$ cat config.mk
export PLATFORM = sky130hd
export DESIGN_NAME = wdt_keyed
export DESIGN_NICKNAME = d
export VERILOG_FILES = /design/src/rtl/wdt_pkg.sv /design/src/rtl/wdt_keylock.sv /design/src/rtl/wdt_counter.sv /design/src/rtl/wdt_compare.sv /design/src/rtl/wdt_keyed.sv
export SDC_FILE = /design/constraint.sdc
export NUM_CORES = 1
export LEC_CHECK = 0
export ABC_CLOCK_PERIOD_IN_PS = 5100
export BUFFER_PORTS_ARGS = -buffer_cell sky130_fd_sc_hd__buf_2
export CAP_MARGIN = 30
export CORE_MARGIN = 2
export CORE_UTILIZATION = 64
export DETAILED_ROUTE_END_ITERATION = 10
export PLACE_DENSITY = 0.87
export SYNTH_ARGS = -nofsm -noshare
export SYNTH_HDL_FRONTEND = slang
export SYNTH_SLANG_ARGS = --single-unit
$ cat constraint.sdc
create_clock -name clk -period 5.1 [get_ports clk]
set_input_delay 0.51 -clock clk [delete_from_list [all_inputs] [get_ports clk]]
set_output_delay 0.51 -clock clk [all_outputs]
set_load 0.02 [all_outputs]
$ cat src/rtl/wdt_pkg.sv
package wdt_pkg;
   // Register word addresses
   localparam int ADR_CTRL   = 0;
   localparam int ADR_KEY    = 1;
   localparam int ADR_FEED   = 2;
   localparam int ADR_COUNT  = 3;
   localparam int ADR_SCALED = 4;
   localparam int ADR_CMP    = 5;

   // CTRL bit positions
   localparam int CB_RSTEN  = 8;
   localparam int CB_ZERO   = 9;
   localparam int CB_ALWAYS = 12;
   localparam int CB_AWAKE  = 13;
   localparam int CB_IP     = 28;

   localparam logic [31:0] WDT_MAGIC = 32'h0051_F15E;

   // Effective (key-qualified) write strobes
   typedef struct packed {
      logic ctrl;
      logic feed;
      logic count;
      logic scaled;
      logic cmp;
   } wdt_wstb_t;
endpackage

$ cat src/rtl/wdt_keylock.sv
module wdt_keylock #(
   parameter int          KEY_W   = 32,
   parameter logic [31:0] KEY_VAL = 32'h0051_F15E
) (
   input  logic             clk,
   input  logic             rst_n,
   input  logic             key_wr,
   input  logic [KEY_W-1:0] key_data,
   input  logic             prot_wr,
   output logic             key_open
);
   localparam logic [KEY_W-1:0] MAGIC = KEY_W'(KEY_VAL);

   always_ff @(posedge clk or negedge rst_n) begin
      if (!rst_n)       key_open <= 1'b0;
      else if (key_wr)  key_open <= (key_data == MAGIC);
      else if (prot_wr) key_open <= 1'b0;
   end

   AST_KEY_ONESHOT: assert property (@(posedge clk) disable iff (!rst_n)
      prot_wr |=> !key_open);
endmodule

$ cat src/rtl/wdt_counter.sv
module wdt_counter #(
   parameter int CNT_W      = 31,
   parameter int CMP_W      = 16,
   parameter int SCALE_W    = 4,
   parameter bit HAS_AWAKE  = 1'b1
) (
   input  logic               clk,
   input  logic               rst_n,
   input  logic               run_always,
   input  logic               run_awake,
   input  logic               core_rst,
   input  logic               load,
   input  logic [CNT_W-1:0]   load_val,
   input  logic               clear,
   input  logic [SCALE_W-1:0] scale,
   output logic [CNT_W-1:0]   count,
   output logic [CMP_W-1:0]   scaled
);
   localparam int NWIN = 2 ** SCALE_W;

   if (CMP_W + NWIN - 1 > CNT_W) begin : g_chk_win
      $error("wdt_counter: count too narrow for the largest scale window");
   end

   logic cnt_en;

   if (HAS_AWAKE) begin : g_awake
      assign cnt_en = run_always | (run_awake & ~core_rst);
   end else begin : g_always_only
      logic unused_awake;
      assign unused_awake = run_awake ^ core_rst;
      assign cnt_en = run_always;
   end

   always_ff @(posedge clk or negedge rst_n) begin
      if (!rst_n)      count <= '0;
      else if (load)   count <= load_val;
      else if (clear)  count <= '0;
      else if (cnt_en) count <= count + CNT_W'(1);
   end

   // One candidate window per scale value
   logic [CMP_W-1:0] win [NWIN];
   for (genvar s = 0; s < NWIN; s++) begin : g_win
      assign win[s] = count[s +: CMP_W];
   end
   assign scaled = win[scale];

   AST_CNT_STEP: assert property (@(posedge clk) disable iff (!rst_n)
      (cnt_en && !load && !clear) |=> count == $past(count) + CNT_W'(1));
   AST_CNT_HOLD: assert property (@(posedge clk) disable iff (!rst_n)
      (!cnt_en && !load && !clear) |=> $stable(count));
endmodule

$ cat src/rtl/wdt_compare.sv
module wdt_compare #(
   parameter int CMP_W = 16
) (
   input  logic             clk,
   input  logic             rst_n,
   input  logic [CMP_W-1:0] scaled,
   input  logic [CMP_W-1:0] cmp,
   input  logic             rst_en,
   input  logic             ip_wr,
   input  logic             ip_wdata,
   output logic             match,
   output logic             ip,
   output logic             rst_req
);
   logic match_q;

   assign match = (scaled >= cmp);

   always_ff @(posedge clk or negedge rst_n) begin
      if (!rst_n) begin
         match_q <= 1'b0;
         ip      <= 1'b0;
         rst_req <= 1'b0;
      end else begin
         match_q <= match;
         ip      <= (ip_wr ? ip_wdata : ip) | match;
         rst_req <= rst_en & match & ~match_q;
      end
   end

   AST_MATCH_SETS_IP: assert property (@(posedge clk) disable iff (!rst_n)
      match |=> ip);
   AST_IP_STICKY: assert property (@(posedge clk) disable iff (!rst_n)
      (ip && !ip_wr) |=> ip);
   AST_RST_ONE_CYCLE: assert property (@(posedge clk) disable iff (!rst_n)
      rst_req |=> !rst_req);
   AST_RST_WITH_IP: assert property (@(posedge clk) disable iff (!rst_n)
      rst_req |-> ip);
endmodule

$ cat src/rtl/wdt_keyed.sv
module wdt_keyed
   import wdt_pkg::*;
#(
   parameter int          BUS_W     = 32,
   parameter int          ADDR_W    = 3,
   parameter int          CNT_W     = 31,
   parameter int          CMP_W     = 16,
   parameter int          SCALE_W   = 4,
   parameter bit          HAS_AWAKE = 1'b1,
   parameter logic [31:0] KEY_VAL   = WDT_MAGIC
) (
   input  logic              clk,
   input  logic              rst_n,
   input  logic              core_rst,
   input  logic              bus_wr,
   input  logic [ADDR_W-1:0] bus_addr,
   input  logic [BUS_W-1:0]  bus_wdata,
   output logic [BUS_W-1:0]  bus_rdata,
   output logic              wdt_irq,
   output logic              wdt_rst_req
);
   if (CNT_W >= BUS_W) begin : g_chk_cnt
      $error("wdt_keyed: count must leave the top bus bit free");
   end
   if (CB_IP >= BUS_W || SCALE_W > CB_RSTEN) begin : g_chk_ctrl
      $error("wdt_keyed: control fields do not fit the bus");
   end
   if (ADDR_W < 3) begin : g_chk_addr
      $error("wdt_keyed: address too narrow for six registers");
   end

   // Address decode
   logic hit_ctrl, hit_key, hit_feed, hit_count, hit_scaled, hit_cmp;
   assign hit_ctrl   = (bus_addr == ADDR_W'(ADR_CTRL));
   assign hit_key    = (bus_addr == ADDR_W'(ADR_KEY));
   assign hit_feed   = (bus_addr == ADDR_W'(ADR_FEED));
   assign hit_count  = (bus_addr == ADDR_W'(ADR_COUNT));
   assign hit_scaled = (bus_addr == ADDR_W'(ADR_SCALED));
   assign hit_cmp    = (bus_addr == ADDR_W'(ADR_CMP));

   logic prot_wr, key_open;
   assign prot_wr = bus_wr & (hit_ctrl | hit_feed | hit_count | hit_scaled | hit_cmp);

   wdt_wstb_t wstb;
   assign wstb.ctrl   = bus_wr & key_open & hit_ctrl;
   assign wstb.feed   = bus_wr & key_open & hit_feed;
   assign wstb.count  = bus_wr & key_open & hit_count;
   assign wstb.scaled = bus_wr & key_open & hit_scaled;
   assign wstb.cmp    = bus_wr & key_open & hit_cmp;

   wdt_keylock #(.KEY_W(BUS_W), .KEY_VAL(KEY_VAL)) u_lock (
      .clk      (clk),
      .rst_n    (rst_n),
      .key_wr   (bus_wr & hit_key),
      .key_data (bus_wdata),
      .prot_wr  (prot_wr),
      .key_open (key_open)
   );

   // Control and compare registers
   logic [SCALE_W-1:0] scale_q;
   logic               rsten_q, zero_q, always_q, awake_q;
   logic [CMP_W-1:0]   cmp_q;

   always_ff @(posedge clk or negedge rst_n) begin
      if (!rst_n) begin
         scale_q  <= '0;
         rsten_q  <= 1'b0;
         zero_q   <= 1'b0;
         always_q <= 1'b0;
         awake_q  <= 1'b0;
      end else if (wstb.ctrl) begin
         scale_q  <= bus_wdata[SCALE_W-1:0];
         rsten_q  <= bus_wdata[CB_RSTEN];
         zero_q   <= bus_wdata[CB_ZERO];
         always_q <= bus_wdata[CB_ALWAYS];
         awake_q  <= bus_wdata[CB_AWAKE];
      end
   end

   always_ff @(posedge clk or negedge rst_n) begin
      if (!rst_n)        cmp_q <= '1;
      else if (wstb.cmp) cmp_q <= bus_wdata[CMP_W-1:0];
   end

   logic [CNT_W-1:0] count;
   logic [CMP_W-1:0] scaled;
   logic             match, ip;

   wdt_counter #(
      .CNT_W(CNT_W), .CMP_W(CMP_W), .SCALE_W(SCALE_W), .HAS_AWAKE(HAS_AWAKE)
   ) u_cnt (
      .clk        (clk),
      .rst_n      (rst_n),
      .run_always (always_q),
      .run_awake  (awake_q),
      .core_rst   (core_rst),
      .load       (wstb.count),
      .load_val   (bus_wdata[CNT_W-1:0]),
      .clear      (wstb.feed | (match & zero_q)),
      .scale      (scale_q),
      .count      (count),
      .scaled     (scaled)
   );

   wdt_compare #(.CMP_W(CMP_W)) u_cmp (
      .clk      (clk),
      .rst_n    (rst_n),
      .scaled   (scaled),
      .cmp      (cmp_q),
      .rst_en   (rsten_q),
      .ip_wr    (wstb.ctrl),
      .ip_wdata (bus_wdata[CB_IP]),
      .match    (match),
      .ip       (ip),
      .rst_req  (wdt_rst_req)
   );

   assign wdt_irq = ip;

   // Read mux; FEED and unused addresses read zero, SCALED is a read view
   always_comb begin
      bus_rdata = '0;
      if (hit_ctrl) begin
         bus_rdata[SCALE_W-1:0] = scale_q;
         bus_rdata[CB_RSTEN]    = rsten_q;
         bus_rdata[CB_ZERO]     = zero_q;
         bus_rdata[CB_ALWAYS]   = always_q;
         bus_rdata[CB_AWAKE]    = awake_q;
         bus_rdata[CB_IP]       = ip;
      end else if (hit_key) begin
         bus_rdata[0] = key_open;
      end else if (hit_count) begin
         bus_rdata[CNT_W-1:0] = count;
      end else if (hit_scaled) begin
         bus_rdata[CMP_W-1:0] = scaled;
      end else if (hit_cmp) begin
         bus_rdata[CMP_W-1:0] = cmp_q;
      end
   end

   AST_LOCKED_CMP: assert property (@(posedge clk) disable iff (!rst_n)
      (bus_wr && hit_cmp && !key_open) |=> $stable(cmp_q));
   AST_LOCKED_SCALE: assert property (@(posedge clk) disable iff (!rst_n)
      (bus_wr && hit_ctrl && !key_open) |=> $stable(scale_q));
   AST_SCALED_NOP_CMP: assert property (@(posedge clk) disable iff (!rst_n)
      (bus_wr && hit_scaled) |=> $stable(cmp_q));
endmodule

== Yosys cells after proc, flatten, opt, wreduce, memory -nomap -nowiden ==
Index checks and enable logic that the tools add are counted.

* Register bits: 59
* Word-level logic and storage cells: 67
* Input bits: 39
* Output and inout port bits: 34

* Equal/unequal tests: 6
* Multiplexer cells: 23
* Reductions and logical operators: 3
* Bitwise gates (word level): 21
* Order comparisons: 2
* Add/sub/neg operators: 1

{| class="wikitable"
|+ Operators by type and width
! operator !! number
|-
| $mux W31 || 3
|-
| $mux W16 || 5
|-
| $bmux W16 S4 || 1
|-
| $eq A32 B23 Y1 const B || 1
|-
| $add A31 B1 Y31 const B || 1
|-
| $mux W30 || 1
|-
| $ge A16 B16 Y1 || 1
|-
| $mux W15 || 1
|-
| $mux W14 || 1
|-
| $and A1 B1 Y1 || 11
|-
| $mux W2 || 4
|-
| $mux W4 || 2
|-
| $or A1 B1 Y1 || 7
|-
| $eq A3 B2 Y1 const B || 2
|-
| $eq A3 B3 Y1 const B || 2
|-
| $ge A5 B5 Y1 const B || 1
|-
| $mux W1 || 5
|-
| $not A4 Y5 || 1
|-
| $eq A3 B1 Y1 const B || 1
|-
| $logic_not A3 Y1 || 1
|-
| $reduce_bool A3 Y1 || 1
|-
| $not A1 Y1 || 2
|-
| $reduce_bool A2 Y1 || 1
|}

== Depth between registers and ports, before layout ==
* Depth in word-level cells: 9
* Gate-level depth with buffers: 17

== By module ==
Synthesis repeated with hierarchy kept, for this count alone.

* Cells, all modules: 566
* Area total of the unflattened synthesis: 5470.2 um2

{| class="wikitable"
|+ Modules (own cells, without submodules)
! module !! instances !! area an instance (um2) !! cells an instance !! sequential area each (um2)
|-
| wdt_counter || 1 || 3230.6 || 345 || 775.7
|-
| wdt_keyed || 1 || 1581.5 || 142 || 620.6
|-
| wdt_compare || 1 || 515.5 || 63 || 75.1
|-
| wdt_keylock || 1 || 142.6 || 16 || 25.0
|}

== Worst setup path after synthesis ==
OpenSTA, ideal clock, no wires.

* Kind: reg-to-reg
* Start point: register scale_q[1]
* End point: register u_cnt.count[27]
* Cell stages (with the launch flop): 16
* Required time: 4974 ps
* Setup slack: 1614 ps
* Arrival time: 3360 ps
* Cell sequence: dfrtp_1 -> buf_2 -> buf_6 -> mux2_2 -> mux4_2 -> nor2_1 -> a21oi_1 -> ha_1 -> a21oi_1 -> o21ai_0 -> nor4_4 -> a31oi_4 -> or2_1 -> buf_6 -> buf_6 -> o311a_1

* Cells in the longest elaborated chain, start to end: 9

{| class="wikitable"
|+ Ends and longest elaborated chain
! what !! RTL line !! RTL
|-
| start: declaration || wdt_keyed.sv:61 || <nowiki>logic [SCALE_W-1:0] scale_q;</nowiki>
|-
| start signal: assignment || wdt_keyed.sv:73 || <nowiki>scale_q <= bus_wdata[SCALE_W-1:0];</nowiki>
|-
| $not A4 Y5 (not written as such) * || wdt_counter.sv:47 || <nowiki>assign scaled = win[scale];</nowiki>
|-
| $bmux W16 S4 * || wdt_counter.sv:47 ||
|-
| $mux W16 (not written as such) * (2 in a row) || wdt_counter.sv:47 ||
|-
| $ge A16 B16 Y1 * || wdt_compare.sv:17 || <nowiki>assign match = (scaled >= cmp);</nowiki>
|-
| $and A1 B1 Y1 * || wdt_keyed.sv:100 || <nowiki>.clear (wstb.feed | (match & zero_q)),</nowiki>
|-
| $or A1 B1 Y1 * || wdt_keyed.sv:100 ||
|-
| $mux W31 || wdt_counter.sv:38 || <nowiki>else if (clear) count <= '0;</nowiki>
|-
| $mux W31 || wdt_counter.sv:37 || <nowiki>else if (load) count <= load_val;</nowiki>
|-
| end signal: assignment || wdt_counter.sv:37 ||
|-
| end signal: assignment || wdt_counter.sv:39 || <nowiki>else if (cnt_en) count <= count + CNT_W'(1);</nowiki>
|-
| end: declaration || wdt_counter.sv:16 || <nowiki>output logic [CNT_W-1:0] count,</nowiki>
|}

Every way passes the cells marked *; elsewhere a longest branch is shown, timed or not. The select of a mux whose other input is x is not followed.
A chain may end at the register's enable or synchronous reset.

== Final worst setup path ==
* Start point: register scale_q[0]
* End point: register u_cnt.count[18]

Same word-level chain as after synthesis.

==> flow_summary_export.csv <==
group,metric,value,unit
yosys,syn-cell-area,0.00561,mm2
timing,setup-violations-final,0,
yosys,synth-edff-count,0,
timing,hold_viol,0,
finish,fillers,633,
critical_path,path_max_fanout,19,
die,io_pins,73,
power_and_ir_drop,p_total,1060,uW
critical_path,cp-end-kind,"flop",
placed_design,hpwl,12.4,mm
detailed_routing,wl,17.6,mm
grt,grt-ovfl-total,0,
flow_run,cap_viol_max_count,0,
detailed_routing,drtIter0Drc,705,
grt,grt_max_degree,60,
yosys,avgSynthCellArea,9.22,um2
yosys,yosys_warnings,0,
yosys,synthTopCellsByCount,"75 x nand2_1, 43 x dfrtp_1, 39 x inv_1, 37 x mux2_2, 29 x nor2_1",
grt,grt_use_total,36.2,%
timing,timing.final.crit_share,96.2,%
yosys,yosysMostFrequentCell,"nand2_1",
detailed_routing,vias,5502,
grt,grt_pass1_wl,27.5,mm
die,coreArea,0.00859,mm2
die,start_util,65.3,%
critical_path,path_class,"reg -> reg",
power_and_ir_drop,power.clock.fraction,48.5,%
power_and_ir_drop,swShare,25.2,%
finish,drive_gt1_share,31.4,%
cts,cts_resized,0,
critical_path,start_kind,"flop",
cts,cts_tree,"built",
critical_path,cp.arrival,5.20,ns
die,die_w,97.6,um
placed_design,place_congestion,1.02,
finish,antenna_cells,0,
grt,grt_antenna_before_repair,0,
finish,fin_util,71.5,%
timing,finClkSkew,0.0150,ns
critical_path,cp_slowest_cell,"dfrtp_1",
yosys,synth_cells,608,
timing,fmax,204,MHz
grt,first_global_vias,5229,
timing,hold_slack,0.304,ns
detailed_routing,vias_per_cell,7.27,
finish,area_growth_syn_to_layout,9.64,%
yosys,yosys.area.top_type,"dfrtp_1",
cts,clk_pin_slew,0.08,ns
yosys,syn-num-nets,664,
power_and_ir_drop,p_comb_share,7.2,%
yosys,synth_flop_cell,"dfrtp_1",
placed_design,pre_cts_slack,0.362,ns
yosys,synth-seq-area-share,26.7,%
cts,cts_buffers,9,
cts,cts_num_sinks,59,
cts,clock_path_buffers,2,
cts,h-tree-depth,3,
detailed_routing,wl_per_cell,23.2,um
worst_hold_path,hp-class,"in -> async",
timing,rsz0062_at_grt,"false",
yosys,ys_ff_latch,59,
power_and_ir_drop,powerDensity,172,mW/mm2
critical_path,crit_chain,"mux4_2 > mux2_2 > nor2_1 > a31oi_1 > ha_1 > nand4_1 > nor3_1 > o21ai_1 > a31oi_4 > or2_1 > buf_4 > o32a_1",
detailed_routing,ant_nets,0,
timing,slew_violations,0,
timing,setup_slack,0.195,ns
cts,cts_root_buffer,"clkbuf_8",
cts,postCtsSetupBuffers,0,
finish,fin_nets,700,
cts,cts_hold_buf,0,
critical_path,critPathRequiredTime,5.39,ns
timing,relSlewSlack,30.8,%
critical_path,cpPeakStageDelay,0.83,ns
yosys,yosysTopAreaCellShare,19.2,%
run_status,outcome,"finished clean",
cts,clkLatencyLatePin,0.37,ns
yosys,ys_types,69,
power_and_ir_drop,peakVddDrop,0.000114,V
power_and_ir_drop,power.switching,266,uW
die,fp.dieArea,0.00953,mm2
yosys,yosys-top-cells-area,"dfrtp_1 19%, mux4_2 8.8%, dfstp_2 7.5%",
timing,setup-tns-final,0,ns
critical_path,rr_worst_depth,12,
detailed_routing,drtPass1Iterations,6,
power_and_ir_drop,pwr-share-seq,44.4,%
power_and_ir_drop,p_leak,0.00246,uW
placed_design,port_buffers,71,
timing,period_needed,4.90,ns
timing,worst_slew_pin_slew,1.04,ns
die,rows,34,
die,die_y,97.6,um
detailed_routing,route.detailed.drc,0,
power_and_ir_drop,p_int,790,uW
yosys,ys_async_sr_fraction,100,%
cell usage in the layout, fill, tap and decap left out, types with 4 or more instances in the layout:
cell / instances
o31ai_1: 9
nand4_1: 11
dfstp_2: 16
a21o_1: 8
nand2_1: 75
buf_2: 71
nor3b_1: 6
nor2_1: 29
nor4_1: 6
o21ai_0: 11
mux4_2: 22
a221o_1: 4
a32o_1: 7
mux2_2: 37
clkbuf_8: 11
inv_1: 39
buf_4: 9
and2_1: 21
a311oi_1: 5
nand3_1: 12
o311a_1: 5
dfrtp_1: 43
ha_1: 17
nand2b_1: 4
a31oi_1: 5
o31a_1: 9
a221oi_1: 8
and3_1: 10
o211ai_1: 4
a21oi_1: 28
nor3_1: 11
mux2i_1: 19
a221oi_2: 16
o41ai_1: 5
critical path: cells and delay by family, from the launching register on:
family | cells | cell delay, ns
adders and majority gates | 1 | 0.39
DFF | 1 | 0.83
buffers and inverters | 1 | 0.28
and+or+nand+nor | 4 | 1.24
AOI/OAI and AO/OA | 4 | 1.11
muxes | 2 | 0.96
metal layers:
metal	up-vias	GRT usage (%)	share of wire (%)
met5	-	0	0
met3	80	8.27	11
met2	423	56.4	47
met4	0	15.8	4.0
met1	2619	48.6	38
li1	2380	-	-
through the flow:
stage | cell area (um2) | std cells
after floorplan | 5610 | 608
after global placement | 5880 | 738
after detailed placement | 5890 | 740
after CTS | 6120 | 756
after global routing | 6150 | 757
final | 6150 | 757
power by group through the flow:
| stage | clock (uW) | combinational, uW | sequential, uW |
|---|---|---|---|
| 6_report | 512 | 75.8 | 468 |
| 2_1_floorplan | 0 | 27.2 | 477 |
| 3_3_place_gp | 0 | 71.1 | 477 |
| 5_1_grt | 528 | 79.4 | 468 |
| 4_1_cts | 507 | 72.6 | 468 |
| 3_5_place_dp | 0 | 72.3 | 477 |
flip-flops by register name (all words and copies together), names as in the netlist:
signal	count
u_cmp.rst_req	1
scale_q	4
zero_q	1
u_cmp.ip	1
u_lock.key_open	1
always_q	1
rsten_q	1
u_cnt.count	31
u_cmp.match_q	1
awake_q	1
cmp_q	16
final timing paths:
kind                       slack, ns                           to                    start
min                             0.30       scale_q[3]$_DFFE_PN0P_                    rst_n
min in group clk                0.40      u_cmp.rst_req$_DFF_PN0_  u_cmp.match_q$_DFF_PN0_
max reg2reg                     0.20  u_cnt.count[18]$_DFFE_PN0P_   scale_q[0]$_DFFE_PN0P_
min reg2reg                     0.40      u_cmp.rst_req$_DFF_PN0_  u_cmp.match_q$_DFF_PN0_
max                             0.20  u_cnt.count[18]$_DFFE_PN0P_   scale_q[0]$_DFFE_PN0P_
max in group asynchronous       4.25  u_cnt.count[17]$_DFFE_PN0P_                    rst_n
cell families after synthesis:
group / Yosys count / share of synthesized area, %
AOI/OAI and AO/OA: 146 / 21.8
xor gates and xnor gates: 1 / 0.156
adders and majority gates: 17 / 3.79
buffers and inverters: 97 / 8.10
DFF: 59 / 26.7
muxes: 78 / 19.7
other: 1 / 0.0669
and+or+nand+nor: 209 / 19.8
area by class of cell:
type                            count  area [um2]  area share [%]
Clock buffer                       12         155            2.52
Clock inverter                      4        72.6            1.18
Inverter                           40         150            2.44
Multi-Input combinational cell    452        3670            59.7
Sequential cell                    59        1500            24.3
Tap cell                          108         135            2.20
Timing Repair Buffer               82         470            7.65
(Power assumes the default switching activity.)
